### src/rtl/iqsched_pkg.sv
package iqsched_pkg;
  // Width of slot numbers carried in the strobe bundle (allows up to 256 slots).
  localparam int unsigned SLOT_BITS = 8;

  typedef enum logic [1:0] {
    ST_FREE  = 2'd0,
    ST_AVAIL = 2'd1,
    ST_READY = 2'd2,
    ST_EXEC  = 2'd3
  } entState_t;

  // Control-to-datapath strobe bundle: at most one alloc, issue and retire per cycle.
  typedef struct packed {
    logic                 alloc;
    logic                 allocReady;
    logic [SLOT_BITS-1:0] allocSlot;
    logic                 issue;
    logic [SLOT_BITS-1:0] issueSlot;
    logic                 retire;
    logic [SLOT_BITS-1:0] retireSlot;
  } iqStrobes_t;
endpackage

### src/rtl/iqsched_store.sv
module iqsched_store
  import iqsched_pkg::*;
#(
  parameter int unsigned DEPTH = 8,
  parameter int unsigned IDXW  = 6,
  parameter int unsigned CLSW  = 1
) (
  input  logic                        clk,
  input  logic                        rstN,
  input  iqStrobes_t                  strobes,
  input  logic [IDXW-1:0]             dispIdx,
  input  logic [CLSW-1:0]             dispCls,
  input  logic                        dispOps,
  input  logic                        dispMem,
  input  logic                        wakeValid,
  input  logic [IDXW-1:0]             wakeIdx,
  input  logic                        memValid,
  input  logic [IDXW-1:0]             memIdx,
  output logic [DEPTH-1:0]            freeVec,
  output logic [DEPTH-1:0]            readyVec,
  output logic [DEPTH-1:0]            promoVec,
  output logic [DEPTH-1:0]            execVec,
  output logic [DEPTH-1:0][IDXW-1:0]  entIdx,
  output logic [DEPTH-1:0][CLSW-1:0]  entCls
);

  for (genvar g = 0; g < DEPTH; g++) begin : g_slot
    entState_t       st;
    logic [IDXW-1:0] idxQ;
    logic [CLSW-1:0] clsQ;
    logic            opsQ;
    logic            memQ;
    logic            allocHit;
    logic            issueHit;
    logic            retireHit;
    logic            canPromote;

    assign allocHit   = strobes.alloc  && (strobes.allocSlot  == SLOT_BITS'(g));
    assign issueHit   = strobes.issue  && (strobes.issueSlot  == SLOT_BITS'(g));
    assign retireHit  = strobes.retire && (strobes.retireSlot == SLOT_BITS'(g));
    assign canPromote = (st == ST_AVAIL) && opsQ && memQ;

    always_ff @(posedge clk or negedge rstN) begin
      if (!rstN) begin
        st   <= ST_FREE;
        idxQ <= '0;
        clsQ <= '0;
        opsQ <= 1'b0;
        memQ <= 1'b0;
      end else if (allocHit) begin
        st   <= strobes.allocReady ? ST_READY : ST_AVAIL;
        idxQ <= dispIdx;
        clsQ <= dispCls;
        opsQ <= dispOps;
        memQ <= dispMem;
      end else if (issueHit) begin
        st <= ST_EXEC;
      end else if (retireHit) begin
        st <= ST_FREE;
      end else begin
        if (canPromote) st <= ST_READY;
        if (wakeValid && (st == ST_AVAIL) && (idxQ == wakeIdx)) opsQ <= 1'b1;
        if (memValid  && (st == ST_AVAIL) && (idxQ == memIdx))  memQ <= 1'b1;
      end
    end

    assign freeVec[g]  = (st == ST_FREE);
    assign readyVec[g] = (st == ST_READY);
    assign promoVec[g] = canPromote;
    assign execVec[g]  = (st == ST_EXEC);
    assign entIdx[g]   = idxQ;
    assign entCls[g]   = clsQ;

    // a new instruction lands only in an empty slot
    p_alloc_free_r9: assert property (@(posedge clk) disable iff (!rstN)
      allocHit |-> (st == ST_FREE));
    // only a ready or promotable slot may be picked
    p_issue_eligible_r5: assert property (@(posedge clk) disable iff (!rstN)
      issueHit |-> ((st == ST_READY) || canPromote));
    // only an executing slot is freed by write-back
    p_retire_exec_r8: assert property (@(posedge clk) disable iff (!rstN)
      retireHit |-> (st == ST_EXEC));
  end

endmodule

### src/rtl/iqsched_age_pick.sv
module iqsched_age_pick #(
  parameter int unsigned N    = 8,
  parameter int unsigned IDXW = 6
) (
  input  logic [N-1:0]            cand,
  input  logic [N-1:0][IDXW-1:0]  idxs,
  output logic [N-1:0]            winVec
);

  // Entry i wins when it is a candidate and older than every other candidate.
  // Older: the modular difference idx[i]-idx[j] is negative.
  logic [IDXW-1:0] diff;

  always_comb begin
    diff   = '0;
    winVec = cand;
    for (int i = 0; i < N; i++) begin
      for (int j = 0; j < N; j++) begin
        if ((i != j) && cand[j]) begin
          diff = idxs[i] - idxs[j];
          if (!diff[IDXW-1]) winVec[i] = 1'b0;
        end
      end
    end
  end

endmodule

### src/rtl/iqsched_ctrl.sv
module iqsched_ctrl
  import iqsched_pkg::*;
#(
  parameter int unsigned DEPTH = 8,
  parameter int unsigned IDXW  = 6,
  parameter int unsigned CLSW  = 1,
  localparam int unsigned NCLS = 1 << CLSW
) (
  input  logic                        clk,
  input  logic                        rstN,
  input  logic                        dispValid,
  input  logic                        dispOps,
  input  logic                        dispMem,
  input  logic [NCLS-1:0]             resAvail,
  input  logic                        wbValid,
  input  logic [IDXW-1:0]             wbIdx,
  input  logic [DEPTH-1:0]            freeVec,
  input  logic [DEPTH-1:0]            readyVec,
  input  logic [DEPTH-1:0]            promoVec,
  input  logic [DEPTH-1:0]            execVec,
  input  logic [DEPTH-1:0][IDXW-1:0]  entIdx,
  input  logic [DEPTH-1:0][CLSW-1:0]  entCls,
  output iqStrobes_t                  strobes,
  output logic                        canDispatch,
  output logic                        dispStall,
  output logic                        issueValid,
  output logic [IDXW-1:0]             issueIdx,
  output logic [CLSW-1:0]             issueCls,
  output logic                        doneValid,
  output logic [IDXW-1:0]             doneIdx
);

  logic [DEPTH-1:0]     resOk;
  logic [DEPTH-1:0]     cand;
  logic [DEPTH-1:0]     winVec;
  logic [DEPTH-1:0]     wbHit;
  logic [SLOT_BITS-1:0] freeSlot;
  logic [SLOT_BITS-1:0] pickSlot;
  logic [SLOT_BITS-1:0] wbSlot;
  logic [IDXW-1:0]      pickIdx;
  logic [CLSW-1:0]      pickCls;

  assign canDispatch = |freeVec;
  assign dispStall   = dispValid && !canDispatch;

  for (genvar g = 0; g < DEPTH; g++) begin : g_elig
    assign resOk[g] = resAvail[entCls[g]];
    assign cand[g]  = (readyVec[g] || promoVec[g]) && resOk[g];
    assign wbHit[g] = wbValid && execVec[g] && (entIdx[g] == wbIdx);
  end

  iqsched_age_pick #(.N(DEPTH), .IDXW(IDXW)) u_pick (
    .cand   (cand),
    .idxs   (entIdx),
    .winVec (winVec)
  );

  // Lowest free slot, pick encoding and write-back match encoding.
  always_comb begin
    freeSlot = '0;
    for (int i = DEPTH - 1; i >= 0; i--) begin
      if (freeVec[i]) freeSlot = SLOT_BITS'(i);
    end
    pickSlot = '0;
    pickIdx  = '0;
    pickCls  = '0;
    wbSlot   = '0;
    for (int i = 0; i < DEPTH; i++) begin
      if (winVec[i]) begin
        pickSlot = SLOT_BITS'(i);
        pickIdx  = entIdx[i];
        pickCls  = entCls[i];
      end
      if (wbHit[i]) wbSlot = SLOT_BITS'(i);
    end
  end

  always_comb begin
    strobes            = '0;
    strobes.alloc      = dispValid && canDispatch;
    strobes.allocReady = dispOps && dispMem;
    strobes.allocSlot  = freeSlot;
    strobes.issue      = |winVec;
    strobes.issueSlot  = pickSlot;
    strobes.retire     = |wbHit;
    strobes.retireSlot = wbSlot;
  end

  always_ff @(posedge clk or negedge rstN) begin
    if (!rstN) begin
      issueValid <= 1'b0;
      issueIdx   <= '0;
      issueCls   <= '0;
      doneValid  <= 1'b0;
      doneIdx    <= '0;
    end else begin
      issueValid <= |winVec;
      issueIdx   <= pickIdx;
      issueCls   <= pickCls;
      doneValid  <= |wbHit;
      doneIdx    <= wbIdx;
    end
  end

  // the age picker never names two winners
  p_single_pick_r7: assert property (@(posedge clk) disable iff (!rstN)
    $onehot0(winVec));
  // back-to-back issues carry different indices
  p_issue_unique_r7: assert property (@(posedge clk) disable iff (!rstN)
    (issueValid && $past(issueValid)) |=> (issueIdx != $past(issueIdx)) || !issueValid);
  // an issued class had its resource available in the selecting cycle
  p_res_gate_r6: assert property (@(posedge clk) disable iff (!rstN)
    strobes.issue |=> (issueValid && $past(resAvail[pickCls])));
  // a completion is always preceded by a write-back strobe
  p_done_needs_wb_r8: assert property (@(posedge clk) disable iff (!rstN)
    doneValid |-> $past(wbValid));

endmodule

### src/rtl/age_issue_queue.sv
module age_issue_queue
  import iqsched_pkg::*;
#(
  parameter int unsigned DEPTH = 8,
  parameter int unsigned IDXW  = 6,
  parameter int unsigned CLSW  = 1,
  localparam int unsigned NCLS = 1 << CLSW
) (
  input  logic             clk,
  input  logic             rstN,
  input  logic             dispValid,
  input  logic [IDXW-1:0]  dispIdx,
  input  logic             dispOps,
  input  logic             dispMem,
  input  logic [CLSW-1:0]  dispCls,
  output logic             canDispatch,
  output logic             dispStall,
  input  logic             wakeValid,
  input  logic [IDXW-1:0]  wakeIdx,
  input  logic             memValid,
  input  logic [IDXW-1:0]  memIdx,
  input  logic [NCLS-1:0]  resAvail,
  output logic             issueValid,
  output logic [IDXW-1:0]  issueIdx,
  output logic [CLSW-1:0]  issueCls,
  input  logic             wbValid,
  input  logic [IDXW-1:0]  wbIdx,
  output logic             doneValid,
  output logic [IDXW-1:0]  doneIdx
);

  iqStrobes_t                 strobes;
  logic [DEPTH-1:0]           freeVec;
  logic [DEPTH-1:0]           readyVec;
  logic [DEPTH-1:0]           promoVec;
  logic [DEPTH-1:0]           execVec;
  logic [DEPTH-1:0][IDXW-1:0] entIdx;
  logic [DEPTH-1:0][CLSW-1:0] entCls;

  iqsched_store #(.DEPTH(DEPTH), .IDXW(IDXW), .CLSW(CLSW)) u_store (
    .clk       (clk),
    .rstN      (rstN),
    .strobes   (strobes),
    .dispIdx   (dispIdx),
    .dispCls   (dispCls),
    .dispOps   (dispOps),
    .dispMem   (dispMem),
    .wakeValid (wakeValid),
    .wakeIdx   (wakeIdx),
    .memValid  (memValid),
    .memIdx    (memIdx),
    .freeVec   (freeVec),
    .readyVec  (readyVec),
    .promoVec  (promoVec),
    .execVec   (execVec),
    .entIdx    (entIdx),
    .entCls    (entCls)
  );

  iqsched_ctrl #(.DEPTH(DEPTH), .IDXW(IDXW), .CLSW(CLSW)) u_ctrl (
    .clk         (clk),
    .rstN        (rstN),
    .dispValid   (dispValid),
    .dispOps     (dispOps),
    .dispMem     (dispMem),
    .resAvail    (resAvail),
    .wbValid     (wbValid),
    .wbIdx       (wbIdx),
    .freeVec     (freeVec),
    .readyVec    (readyVec),
    .promoVec    (promoVec),
    .execVec     (execVec),
    .entIdx      (entIdx),
    .entCls      (entCls),
    .strobes     (strobes),
    .canDispatch (canDispatch),
    .dispStall   (dispStall),
    .issueValid  (issueValid),
    .issueIdx    (issueIdx),
    .issueCls    (issueCls),
    .doneValid   (doneValid),
    .doneIdx     (doneIdx)
  );

  // a stall is flagged only for a presented dispatch
  p_stall_needs_req_r10: assert property (@(posedge clk) disable iff (!rstN)
    dispStall |-> dispValid);

endmodule

### config.mk
export PLATFORM = sky130hd
export DESIGN_NAME = age_issue_queue
export DESIGN_NICKNAME = d
export VERILOG_FILES = /design/src/rtl/iqsched_pkg.sv /design/src/rtl/iqsched_store.sv /design/src/rtl/iqsched_age_pick.sv /design/src/rtl/iqsched_ctrl.sv /design/src/rtl/age_issue_queue.sv
export SDC_FILE = /design/constraint.sdc
export NUM_CORES = 1
export LEC_CHECK = 0
export ABC_CLOCK_PERIOD_IN_PS = 6800
export BUFFER_PORTS_ARGS = -buffer_cell sky130_fd_sc_hd__buf_2
export CORE_AREA = 2 2 144 216
export DETAILED_ROUTE_END_ITERATION = 10
export DIE_AREA = 0 0 146 218
export PLACE_DENSITY_LB_ADDON = 0.15
export RECOVER_POWER = 100
export SYNTH_ARGS = -nofsm -noshare
export SYNTH_HDL_FRONTEND = slang
export SYNTH_HIERARCHICAL = 1
export SYNTH_SLANG_ARGS = --single-unit
export TNS_END_PERCENT = 20
### constraint.sdc
create_clock -name clk -period 6.8 [get_ports clk]
set_input_delay 1.02 -clock clk [delete_from_list [all_inputs] [get_ports clk]]
set_output_delay 1.02 -clock clk [all_outputs]
set_load 0.005 [all_outputs]
After elaboration in Yosys (flattened, before gate mapping)
Cells that the tools add are included.

word-level totals
  bits of input ports = 35
  logic and storage cells = 619
  output and inout bits = 17
  register bits after elaboration = 103

operators by class
  magnitude comparators = 8
  muxes and demuxes = 263
  add/subtract/negate cells = 56
  eq/ne operators = 85
  reductions and logical operators = 162

operators by type and width
  kind                count
  $sub 6x6->6         56
  $mux 1              202
  $eq 6x6->1          24
  $logic_and 1x1->1   99
  $eq 8x3->1 const B  12
  $mux 2              37
  $mux 8              7
  $eq 8x2->1 const B  6
  $mux 6              8
  $reduce_and 3->1    16
  $eq 2x2->1 const B  16
  $ne 2x1->1 const B  16
  $reduce_bool 2->1   16
  $reduce_bool 4->1   8
  $mux 3              9
  $eq 8x1->1 const B  3
  $logic_not 8->1     3
  $reduce_or 8->1     3
  $eq 2x1->1 const B  8
  $logic_not 2->1     8
  $lt 1x2->1 const B  8
  $logic_or 1x1->1    8
  $logic_not 1->1     1

Longest topological paths before layout
Gate-level depths: netlist of the first run.

  word-level depth = 30
  depth in mapped cells = 19
  depth with buffers taken out = 17

Cells and area by module
The synthesis of the first run kept the hierarchy.

modules (own cells, without submodules)
  module            cells each  area each (um2)  instances  sequential area each (um2)
  iqsched_age_pick  714         6000.8           1          0.0
  iqsched_store     513         5434.0           1          2202.1
  iqsched_ctrl      251         1900.6           1          375.4

Worst setup path before layout of the first run
OpenSTA, ideal clock, no wires.

  path kind = input-to-reg
  from = input port resAvail[0]
  to = register u_store.g_slot[5].opsQ
  stages on the path = 12
  path slack = 2234 ps
  setup time = 94 ps
  data required time = 6706 ps
  data arrival time = 4472 ps
  buffers on the path = 1
  cell sequence = clkbuf_1 > nor2_1 > a211oi_1 > a22oi_1 > and4_1 > or3_4 > or2_4 > or4b_4 > nand3b_1 > nor3b_1 > or4b_2 > a211oi_1

RTL lines
  item                  line                   text
  from (decl)           age_issue_queue.sv:22  input logic [NCLS-1:0] resAvail,
  to (signal assigned)  iqsched_store.sv:54    opsQ <= dispOps;
  to (decl)             iqsched_store.sv:31    logic opsQ;

==> flow_metrics.env, run 1 <==
export IMPL_port_buffers=51
export IMPL_irDropWorstVdd_mv=0.1194
export IMPL_cpLargestDelayFamily="simple AND/OR/NAND/NOR gates"
export IMPL_fp_dieH_um=218
export IMPL_vias_per_cell=6.318
export IMPL_critPathBufInv=1
export IMPL_drive_above_1_share_pct=13.04
export IMPL_grt_ovfl_total=0
export IMPL_reg2reg_slack_ps=900
export IMPL_syn_area_sq_mm=0.01334
export IMPL_rr_startpoint="u_store/g_slot[1].idxQ[3]"
export IMPL_routabilityCongestion=1.000
export IMPL_slew_headroom_pct=-86.68
export IMPL_startpoint_type="register"
export IMPL_timing_hold_ws_ps=519.7
export IMPL_grt_max_degree=72
export IMPL_critPathKind="register to register"
export IMPL_finalHoldViolCount=0
export IMPL_netlist_area_leader_share_pct=21.02
export IMPL_startpoint="u_store/g_slot[1].idxQ[3]"
export IMPL_p_per_area_mw_per_mm2=230.1
export IMPL_finalCritPeriodShare_pct=86.80
export IMPL_first_pass_iters=5
export IMPL_violations="max-capacitance violations, max-slew violations"
export IMPL_pin_count=52
export IMPL_ctsHtreeMaxLevel=3
export IMPL_fmax_ghz=0.1694
export IMPL_ys_top_cells_by_count="224 x ha_1, 119 x xnor2_1, 111 x nand2_1"
export IMPL_wl_per_cell_um=29.92
export IMPL_finalSetupViolCount=0
export IMPL_critPathSlowestCell="dfrtp_1"
export IMPL_drc=0
export IMPL_clk_pin_slew_ps=80
export IMPL_grt_pass1_vias=12000
export IMPL_initial_core_util_pct=44.36
export IMPL_antenna_found_initial=0
export IMPL_fin_crit_ps=5903
export IMPL_total_leakage_power_nw=6.077
export IMPL_yosysSeqAreaShare_pct=19.33
export IMPL_critPathCaptureType="register"
export IMPL_rows=78
export IMPL_final_setup_tns_ps=0
export IMPL_grt_total_usage_pct=35.48
export IMPL_syn_avg_cell_area_sq_um=9.023
export IMPL_grt_first_pass_wirelength_mm=81.70
export IMPL_cts_setup_buffers=0
export IMPL_synth_area_top_cells="ha_1 21%, dfrtp_1 19%, xnor2_1 7.8%"
export IMPL_worst_slew_pin_slew_ps=2779
export IMPL_min_path_type="register to register"
export IMPL_ys_warnings_count=6
export IMPL_rsz0062_at_grt="false"
export IMPL_cap_violations=4
export IMPL_ys_types=65
export IMPL_fillers=3017
export IMPL_worst_ep_required_time_ps=7080
export IMPL_num_nets_final=1765
export IMPL_synth_edff_count=0
export IMPL_ant_nets=0
export IMPL_yosys_most_used_dff="dfrtp_1"
export IMPL_syn_inst=1478
export IMPL_postCtsHoldBufs=0
export IMPL_cts_sinks=103
export IMPL_yosys_area_top_type="ha_1"
export IMPL_cts_buffers_inserted=9
export IMPL_root_buffer="clkbuf_16"
export IMPL_cts_resized=0
export IMPL_antenna_cells=0
export IMPL_die_w_um=146
export IMPL_clock_latency_ps=370
export IMPL_die_area_sq_mm=0.03183
export IMPL_crit_arrival_ps=6180
export IMPL_syn2layout_area_growth_pct=6.155
export IMPL_slowest_delay_ps=760
export IMPL_crit_chain="inv_1, ha_1, a21oi_1, nand2_1, a221oi_1, xor2_1, a22oi_1, and4_1, or3_1, or2_0, or4b_1, nand3b_1, nor3b_1, or4b_2, o31ai_1"
export IMPL_place_hpwl_mm=41.60
export IMPL_drv_slew=135
export IMPL_drt_total_wl_mm=57.18
export IMPL_place_worst_setup_slack_ps=1404
export IMPL_worst_slack_ps=897.4
export IMPL_status="complete, but fails checks"
export IMPL_vias=12070
export IMPL_worstPathMaxFanout=14
export IMPL_skew_ps=10.85
export IMPL_clock_path_buffers=2
export IMPL_ys_ff_latch=103
export IMPL_hp_start="u_store/g_slot[5].memQ"
export IMPL_drt_initial_drc_count=884
export IMPL_yosysMostFrequentCell="ha_1"
export IMPL_cts_tree="built"
export IMPL_async_flop_share_pct=100.0
export IMPL_core_sq_mm=0.03006
per-stage QoR:
step                      area [sq um]  utilization (%)  power [mW]  instances
after floorplan                  13390                -       2.099       1492
after global placement           13970            46.46       2.698       1895
after detailed placement         13970            46.46       2.704       1895
after CTS                        14260            47.43       3.234       1911
after global routing             14160            47.09       3.414       1911
final                            14160            47.09       3.258       1911
metal layers:
metal | global-route usage, % | up-vias | part of all wire [%]
met5 | 0 | - | 0
met4 | 32.36 | 0 | 11
met3 | 4.477 | 274 | 5.3
met2 | 61.21 | 605 | 48
met1 | 37.66 | 5839 | 36
li1 | - | 5355 | -
final timing paths:
kind	to	cells past startpoint
min	u_store/g_slot[5].memQ	2
min reg2reg	u_store/g_slot[5].memQ	2
max	u_store/g_slot[5].memQ	15
min in group asynchronous	u_ctrl/issueIdx[1]	1
max in group asynchronous	u_store/g_slot[3].memQ	2
max reg2reg	u_store/g_slot[5].memQ	15
sequential cells by signal, indices dropped and copies added (netlist names):
register and count:
u_ctrl/issueCls 1, u_store/g_slot.st 16, u_store/g_slot.opsQ 8, u_ctrl/issueValid 1, u_ctrl/doneIdx 6, u_store/g_slot.idxQ 48, u_store/g_slot.memQ 8, u_store/g_slot.clsQ 8
u_ctrl/issueIdx 6, u_ctrl/doneValid 1
tightest hold or removal path, stage by stage, from the launching register on:
cell	delay [ps]
dfrtp_1	350
mux2i_1	70
o31ai_1	60
cell families (layout without fill, tap and decap cells):
family	Yosys count	after routing	share of synthesized area, %
and+or+nand+nor	415	415	17.04
AOI/OAI and AO/OA	286	286	15.89
xor gates and xnor gates	228	228	14.97
adders and majority gates	224	224	21.02
buffers and inverters	148	167	5.554
DFF	103	103	19.33
muxes	73	73	6.164
other	1	15	0.02812
placed cells by master (no fill, tap or decap), types with 7 or more instances in the layout:
master / Yosys / layout
ha_1: 224 / 224
xnor2_1: 119 / 119
nand2_1: 111 / 111
xor2_1: 109 / 109
dfrtp_1: 103 / 103
a21oi_1: 101 / 101
nand3_1: 76 / 76
mux2_2: 53 / 52
inv_1: 48 / 48
nor2_1: 46 / 46
buf_4: 31 / 40
buf_2: 23 / 34
a22oi_1: 33 / 33
nand4_1: 29 / 29
nor2b_1: 28 / 28
a211oi_1: 28 / 28
and4_1: 28 / 28
nor3_1: 21 / 23
a221oi_2: 22 / 21
clkbuf_1: 29 / 20
o31ai_1: 19 / 19
a221oi_1: 15 / 16
mux2i_1: 15 / 15
conb_1: 1 / 15
or4_1: 12 / 13
a211oi_2: 12 / 12
nor4_1: 11 / 11
and2_1: 11 / 11
clkbuf_16: 0 / 9
a31oi_1: 9 / 9
o211ai_1: 7 / 7
nand2b_1: 7 / 7
a21boi_0: 7 / 7
nand3b_1: 7 / 7
power breakdown:
part           internal, mW  switching, mW
sequential            0.692          0.135
clock                 0.256          0.266
combinational         0.735           1.17
final cells by class:
type	instances	area [sq um]	share of cell area (%)
inverter	56	212.7	1.503
sequential	103	2577	18.21
timing repair buffer	95	550.5	3.889
tap	400	500.5	3.535
multi-input combinational	1241	10020	70.81
clock inverter	7	66.31	0.4684
clock buffer	9	225.2	1.591
No activity file was read; power rests on OpenSTA's default activity.
==> run 2: changes to the inputs <==
BUFFER_PORTS_ARGS = -buffer_cell sky130_fd_sc_hd__buf_4   (was -buffer_cell sky130_fd_sc_hd__buf_2)
SLEW_MARGIN = 5   (was unset)
==> flow_metrics.env, run 2 (synthesis gave the netlist of run 1 again) <==
export IMPL_holdPathEnd="u_store/g_slot[5].memQ"
export IMPL_finalSetupViolCount=0
export IMPL_wl_met3_mm=2.939
export IMPL_pin_count=52
export IMPL_fin_crit_ps=5545
export IMPL_placedInstanceArea_sq_mm=0.01413
export IMPL_root_buffer="clkbuf_16"
export IMPL_ctsHtreeMaxLevel=3
export IMPL_drt_initial_drc_count=937
export IMPL_vias=12010
export IMPL_grt_first_pass_wirelength_mm=80.56
export IMPL_cts_buffers_inserted=9
export IMPL_p_per_area_mw_per_mm2=225.2
export IMPL_num_nets_final=1770
export IMPL_fp_dieH_um=218
export IMPL_internal_power_mw=1.708
export IMPL_die_w_um=146
export IMPL_pwr_share_comb_pct=56.9
export IMPL_place_hpwl_mm=41.41
export IMPL_reg2reg_slack_ps=1250
export IMPL_slowest_delay_ps=810
export IMPL_clock_path_buffers=2
export IMPL_highest_layer="met4"
export IMPL_violations="max-capacitance violations, max-slew violations"
export IMPL_drv_slew=95
export IMPL_top_regs="u_store/g_slot.idxQ (48), u_store/g_slot.st (16)"
export IMPL_cts_setup_buffers=0
export IMPL_startpoint_type="register"
export IMPL_worst_ep_required_time_ps=7080
export IMPL_antenna_cells=0
export IMPL_ant_nets=0
export IMPL_grt_max_degree=81
export IMPL_critPathCaptureType="register"
export IMPL_drt_total_wl_mm=56.51
export IMPL_initial_core_util_pct=44.36
export IMPL_largest_register="u_store/g_slot.idxQ"
export IMPL_finalHoldViolCount=0
export IMPL_rr_startpoint="u_store/g_slot[1].idxQ[1]"
export IMPL_crit_chain="inv_1, ha_1, and4_1, a221oi_1, xor2_1, a22oi_1, and4_1, or3_1, or2_0, or4b_1, nand3b_1, nor3b_1, or4b_2, o31ai_1"
export IMPL_final_seq_area_sq_mm=0.002577
export IMPL_rsz0062_at_grt="false"
export IMPL_status="complete, but fails checks"
export IMPL_min_path_type="register to register"
export IMPL_core_sq_mm=0.03006
export IMPL_timing_hold_ws_ps=517.6
export IMPL_worst_slew_pin_slew_ps=2646
export IMPL_seq_power_share_pct=25.9
export IMPL_met1_length_mm=20.55
export IMPL_worstPathMaxFanout=16
export IMPL_clk_pin_slew_ps=90
export IMPL_cts_sinks=103
export IMPL_cts_tree="built"
export IMPL_port_buffers=51
export IMPL_slew_headroom_pct=-77.76
export IMPL_layout_commonest_cell="ha_1"
export IMPL_cpLargestDelayFamily="simple AND/OR/NAND/NOR gates"
export IMPL_syn2layout_area_growth_pct=7.703
export IMPL_drc=0
export IMPL_largest_register_ffs=48
export IMPL_final_cell_mix="224 x ha_1, 119 x xnor2_1, 111 x nand2_1"
export IMPL_critPathBufInv=1
export IMPL_routabilityCongestion=1.012
export IMPL_p_clk_share_pct=17.2
export IMPL_postCtsHoldBufs=0
export IMPL_drive_above_1_share_pct=14.31
export IMPL_irDropWorstVdd_mv=0.1077
export IMPL_critPathKind="register to register"
export IMPL_die_area_sq_mm=0.03183
export IMPL_grt_ovfl_total=0
export IMPL_fillers=3003
export IMPL_grt_pass1_vias=11900
export IMPL_switching_power_mw=1.525
export IMPL_worst_hold_path_num_cells=2
export IMPL_critPathSlowestCell="dfrtp_1"
export IMPL_rr_worst_depth=14
export IMPL_hp_start="u_store/g_slot[5].memQ"
export IMPL_fin_area_sq_mm=0.01436
export IMPL_cpMostUsedCell="and4_1"
export IMPL_antenna_found_initial=0
export IMPL_fmax_ghz=0.1803
export IMPL_cts_resized=0
export IMPL_final_setup_tns_ps=0
export IMPL_clock_latency_ps=380
export IMPL_skew_ps=15.09
export IMPL_rows=78
export IMPL_grt_total_usage_pct=35.01
export IMPL_swShare_pct=47.17
export IMPL_timing_rr_end="u_store/g_slot[5].memQ"
export IMPL_vias_per_cell=6.268
export IMPL_first_pass_iters=5
export IMPL_wl_per_cell_um=29.50
export IMPL_route_met2_wl_mm=27.71
export IMPL_cap_violations=2
export IMPL_finalCritPeriodShare_pct=81.55
export IMPL_total_leakage_power_nw=6.182
export IMPL_crit_arrival_ps=5830
export IMPL_multiInputGateArea_sq_mm=0.01004
## run 2: worst max path at each step
stage | cells after the start | startpoint | endpoint
finish | 14 | u_store/g_slot[1].idxQ[1] | u_store/g_slot[5].memQ
global route | 14 | u_store/g_slot[1].idxQ[1] | u_store/g_slot[5].opsQ
CTS | 14 | u_store/g_slot[1].idxQ[1] | u_store/g_slot[5].memQ
global placement | 12 | resAvail[1] | u_store/g_slot[5].opsQ
floorplan | 12 | resAvail[0] | u_store/g_slot[5].opsQ
detailed placement | 12 | resAvail[1] | u_store/g_slot[5].opsQ
## run 2: cell type report
class	instances	area share, %
sequential	103	17.95
tap	400	3.485
clock inverter	7	0.6359
inverter	56	1.481
clock buffer	9	1.568
timing repair buffer	100	4.948
multi-input combinational	1241	69.94
## run 2: worst min-delay path, stage by stage (launching register included)
cell     delay [ps]
dfrtp_1         350
mux2i_1          70
o31ai_1          60
## run 2: metrics by stage
stage | setup WS, ps | power, mW | util (%) | instances
2_1_floorplan | 2234 | 2.099 | - | 1492
3_3_place_gp | 1268 | 2.645 | 46.98 | 1900
3_5_place_dp | 1366 | 2.651 | 47.02 | 1900
4_1_cts | 1419 | 3.213 | 48.07 | 1916
5_1_grt | 1092 | 3.398 | 47.78 | 1916
6_report | 1255 | 3.234 | 47.78 | 1916
## run 2: power by group through the flow
stage / Combinational [mW] / Clock [mW] / Sequential [mW]
6_report: 1.84 / 0.556 / 0.838
5_1_grt: 1.97 / 0.585 / 0.847
4_1_cts: 1.81 / 0.562 / 0.836
3_5_place_dp: 1.80 / 0 / 0.848
3_3_place_gp: 1.80 / 0 / 0.846
2_1_floorplan: 1.28 / 0 / 0.816
## run 2: per-layer routing
metal | GRT usage (%) | vias up
met5 | 0 | -
li1 | - | 5356
met4 | 28.74 | 0
met1 | 37.38 | 5910
met2 | 61.65 | 515
met3 | 4.498 | 228
